File: src/rtl/framer_pkg.sv
package framer_pkg;
  localparam int unsigned PRE_W  = 96;
  localparam int unsigned TAIL_W = 40;
  localparam logic [15:0] SOF_WORD = 16'b0101010100001010;
  localparam logic [7:0]  LEN_BYTE = 8'b00101110;
  localparam logic [7:0]  PAY_BYTE = 8'b01110010;
  localparam logic [7:0]  TRL_BYTE = 8'b10111110;
  localparam logic [TAIL_W-1:0] TAIL = {SOF_WORD, LEN_BYTE, PAY_BYTE, TRL_BYTE};
endpackage

File: src/rtl/fr_bit_counter.sv
module fr_bit_counter #(
  parameter  int unsigned LIMIT = 96,
  localparam int unsigned CW    = $clog2(LIMIT)
) (
  input  logic          clk_i,
  input  logic          rst_ni,
  input  logic          step_i,
  output logic [CW-1:0] cnt_o,
  output logic          wrap_o
);
  assign wrap_o = step_i && (cnt_o == CW'(LIMIT - 1));

  always_ff @(posedge clk_i or negedge rst_ni) begin
    if (!rst_ni)     cnt_o <= '0;
    else if (wrap_o) cnt_o <= '0;
    else if (step_i) cnt_o <= cnt_o + 1'b1;
  end
endmodule

File: src/rtl/fr_shift_reg.sv
// Holds the first W-1 bits; the last bit is taken straight from the input.
module fr_shift_reg #(
  parameter int unsigned W = 96
) (
  input  logic         clk_i,
  input  logic         rst_ni,
  input  logic         step_i,
  input  logic         bit_i,
  output logic [W-2:0] q_o
);
  always_ff @(posedge clk_i or negedge rst_ni) begin
    if (!rst_ni)     q_o <= '0;
    else if (step_i) q_o <= {q_o[W-3:0], bit_i};
  end
endmodule

File: src/rtl/fr_frame_reg.sv
module fr_frame_reg #(
  parameter  int unsigned PRE_W = 96,
  localparam int unsigned FW    = PRE_W + framer_pkg::TAIL_W
) (
  input  logic             clk_i,
  input  logic             rst_ni,
  input  logic             load_i,
  input  logic [PRE_W-1:0] pre_i,
  output logic [FW-1:0]    frame_o,
  output logic             valid_o
);
  always_ff @(posedge clk_i or negedge rst_ni) begin
    if (!rst_ni) begin
      frame_o <= '0;
      valid_o <= 1'b0;
    end else begin
      valid_o <= load_i;
      if (load_i) frame_o <= {pre_i, framer_pkg::TAIL};
    end
  end
endmodule

File: src/rtl/preamble_framer.sv
module preamble_framer #(
  parameter  int unsigned PRE_W   = framer_pkg::PRE_W,
  localparam int unsigned FRAME_W = PRE_W + framer_pkg::TAIL_W,
  localparam int unsigned CNT_W   = $clog2(PRE_W)
) (
  input  logic               clk_i,
  input  logic               rst_ni,
  input  logic               enable_i,
  input  logic               bit_i,
  output logic [FRAME_W-1:0] frame_o,
  output logic               valid_o,
  output logic               busy_o
);
  logic [CNT_W-1:0] cnt;
  logic             last;
  logic [PRE_W-2:0] head;

  fr_bit_counter #(.LIMIT(PRE_W)) cnt_i (
    .clk_i  (clk_i),
    .rst_ni (rst_ni),
    .step_i (enable_i),
    .cnt_o  (cnt),
    .wrap_o (last)
  );

  fr_shift_reg #(.W(PRE_W)) shift_i (
    .clk_i  (clk_i),
    .rst_ni (rst_ni),
    .step_i (enable_i),
    .bit_i  (bit_i),
    .q_o    (head)
  );

  fr_frame_reg #(.PRE_W(PRE_W)) frame_i (
    .clk_i   (clk_i),
    .rst_ni  (rst_ni),
    .load_i  (last),
    .pre_i   ({head, bit_i}),
    .frame_o (frame_o),
    .valid_o (valid_o)
  );

  assign busy_o = (cnt != '0);
endmodule

File: config.mk
export PLATFORM = sky130hd
export DESIGN_NAME = preamble_framer
export DESIGN_NICKNAME = d
export VERILOG_FILES = /design/src/rtl/framer_pkg.sv /design/src/rtl/fr_bit_counter.sv /design/src/rtl/fr_shift_reg.sv /design/src/rtl/fr_frame_reg.sv /design/src/rtl/preamble_framer.sv
export SDC_FILE = /design/constraint.sdc
export NUM_CORES = 1
export LEC_CHECK = 0
export CAP_MARGIN = 20
export CORE_UTILIZATION = 47
export CTS_BUF_LIST = sky130_fd_sc_hd__clkbuf_4 sky130_fd_sc_hd__clkbuf_8 sky130_fd_sc_hd__clkbuf_16
export DETAILED_ROUTE_END_ITERATION = 16
export HOLD_SLACK_MARGIN = 0.08
export PLACE_DENSITY = 0.74
export SLEW_MARGIN = 20
export SYNTH_ARGS = -nofsm -noshare
export SYNTH_HDL_FRONTEND = slang
export SYNTH_SLANG_ARGS = --single-unit
File: constraint.sdc
create_clock -name clk_i -period 2 [get_ports clk_i]
set_clock_uncertainty 0.1 [all_clocks]
set_input_delay 0.2 -clock clk_i [delete_from_list [all_inputs] [get_ports clk_i]]
set_output_delay 0.2 -clock clk_i [all_outputs]
set_load 0.005 [all_outputs]
==> results.md <==
* Status: finished, final reports clean
* Relative slew slack at 63.76%
* Critical Path, Cell by Cell: ha_1 > nand3_2 > nor3_4 > buf_4 > buf_8 > mux2_2
* Critical Path Sink Type: flop
* Setup CP Type: reg -> reg
* Number of global-route vias before repair at 4,047
* Post-DP HPWL at 7.973 mm
* Pwr Total at 8.828 mW
* P_sw at 1.992 mW
* Yosys warnings at 0
* Vias at 3,995
* Worst slew pin tran at 0.5436 ns
* Period utilization at 94.19%
* Sw Ratio at 22.57%
* Hold Path Class: in -> reg
* Share of cells above drive strength 1 at 38.55%
* Count of pins over their slew limit at 0
* GRT Resource Usage Total at 16.29%
* Initial Utilization at 48.44%
* Max-cap violations at 0
* Hold Fails Final Rpt at 0
* Async SR Flop Fraction at 100.0%
* H-tree depth at 4
* LEAKAGE at 4.700 nW
* Antenna-violating nets left at 0
* Top cells by count, synth: 200 x dfrtp_1, 184 x mux2_2, 41 x buf_4
* RSZ-0062 raised after global routing: false
* Antenna Cells at 0
* Syn Area/Cell at 16.05 um^2
* Hold Path Stages at 4
* Initial antenna violation count at 0
* Die width at 130.4 um
* R2r setup slk at 0.12 ns
* DR vias/cell at 4.854
* Synthesis-to-layout area growth at 25.78%
* Yosys top cell by area: dfrtp_1
* Most frequent cell after synthesis: dfrtp_1
* Synth Instances at 483
* Drt first pass iters at 4
* GR met1 Demand/Resource at 21.74%
* Pin count of the biggest net entering global routing at 103
* Die Y at 130.4 um
* Starting DRT DRC Count at 125
* Gpl congestion at 0.6973
* Boundary Pins at 142
* Setup-failing EPs final at 0
* Met2 global-route usage at 25.16%
* CP max FO at 27
* Maximum buffer depth of the clock tree at 2
* Post-Syn Area at 7751 um^2
* Yosys reg bits at 200
* Yosys top cell area share at 64.57%
* Worst path slowest cell: dfrtp_1
* GR Util met3 at 3.787%
* Largest stage delay on the critical path at 0.39 ns
* Seq/Total Area, Yosys at 64.57%
* TNS Setup at 0 ns
* Post-synth EDFFs at 0
* Buffers on Ports at 121
* CTS tree: done
* Tmin final at 1.884 ns
* Clock power share at 41.4%
* Busiest grt layer: met2
* Die area at 17,010 um^2
* F_max at 530.8 MHz
* Cell-internal power at 6.836 mW
* WL per Instance at 15.94 um
* WP data required at 2.22 ns
* DRC Markers at 0
* WL final at 13.12 mm
* Synth top area cells: dfrtp_1 65%, mux2_2 27%, buf_4 4.0%
* FP Rows at 46
* Clock sink total at 200
* Core ar. at 16,000 um^2
* Max VDD drop at 0.5757 mV
* Cts bufs inserted at 17
* Clock Latency Late Sink at 0.43 ns
* Combinational share of power at 6.5%
* Part of the power in registers at 52.1%
* CP Data Arrival Time at 2.10 ns
* Dominant synthesized flop cell: dfrtp_1
* R2r worst-path depth at 6
* Fillers at 1,221
* Root buffer cell: clkbuf_16
* Clk pin slew, worst setup/hold paths at 0.07 ns
* Pwr/cell area at 905.5 nW/um^2
* Fin nets at 600
* Yosys cell types at 24
* CP startpoint kind: flop
* Congestion Overflow GR at 0
* Global-route wire length before repair at 20.98 mm
==> worst paths after layout <==
check | start | endpoint
worst max-delay path | cnt_i.cnt_o[0] | frame_i.frame_o[42]
worst min-delay path | enable_i | cnt_i.cnt_o[6]
worst max register to register | cnt_i.cnt_o[0] | frame_i.frame_o[42]
worst min register to register | frame_i.frame_o[134] | frame_i.frame_o[134]
max in group asynchronous | rst_ni | cnt_i.cnt_o[4]
min in group asynchronous | rst_ni | shift_i.q_o[50]
==> registers in the layout (all words and copies together) (netlist names) <==
name	cells
frame_i.frame_o	97
shift_i.q_o	95
cnt_i.cnt_o	7
frame_i.valid_o	1
==> per-layer routing <==
layer / up-vias / routed length [um]
li1: 1846 / -
met3: 19 / 464
met5: - / 0
met1: 2042 / 6066
met2: 88 / 6298
met4: 0 / 285
==> through the flow <==
step	setup slack (ns)	area (um^2)	hold WS [ns]	std cells	util [%]
floorplan	0.1103	7823	-0.1956	502	-
global placement	0.09016	9031	0.08497	786	56.44
detailed placement	0.03478	9031	0.1001	786	56.44
CTS	0.01175	9689	0.1054	819	60.56
global route	0.01264	9749	0.1380	823	60.93
finish	0.1161	9749	0.1269	823	60.93
==> layout make-up <==
type	count	area [um^2]	share of cell area, %
Inverter	3	11.26	0.1155
Timing Repair Buffer	133	1396	14.32
Multi-Input combinational cell	239	2424	24.86
Clock buffer	19	452.9	4.646
Clock inverter	13	188.9	1.938
Sequential cell	200	5006	51.35
Tap cell	216	270.3	2.772
==> kinds of logic after synthesis <==
group	after synthesis	synth area share, %
AO/OA/AOI/OAI	8	0.5972
multiplexers	191	27.75
buffers and inverters	63	5.166
adder cells (fa/ha/maj)	2	0.3228
other	1	0.04838
XOR/XNOR	2	0.2260
flip-flops	200	64.57
AND/OR/NAND/NOR	16	1.324
==> what timing repair did <==
action | in CTS | in global routing
pin swaps | 0 | 1
hold endpoints to repair | 101 | 0
hold buffers | 1 | 0
gates cloned | 0 | 2
setup endpoints to repair | 21 | 69
resized for setup | 3 | 2
buffers inserted | 0 | 2
==> cells in the final DEF (no fill, tap or decap), types with 3 or more instances in the layout <==
cell type / instances
dfrtp_1: 199
mux2_2: 184
clkdlybuf4s50_1: 118
conb_1: 20
clkbuf_16: 19
mux2_1: 7
o21ai_0: 5
buf_4: 5
nand2_1: 4
bufinv_16: 4
inv_6: 4
buf_12: 4
inv_1: 3
nand2b_1: 3
clkbuf_8: 3
==> power by group through the flow <==
| stage | registers [mW] | logic [mW] | clock network, mW |
|---|---|---|---|
| floorplan | 4.58 | 0.434 | 0 |
| global placement | 4.64 | 0.548 | 0 |
| detailed placement | 4.67 | 0.581 | 0 |
| CTS | 4.60 | 0.589 | 3.75 |
| global route | 4.65 | 0.639 | 3.93 |
| finish | 4.60 | 0.571 | 3.66 |
==> critical path, delay by kind of cell, from the launching register on <==
kind	cells	cell delay, ns
muxes	1	0.37
buffers and inverters	2	0.39
DFF	1	0.39
adders and majority gates	1	0.22
and+or+nand+nor	2	0.31
(Power assumes the default switching activity.)
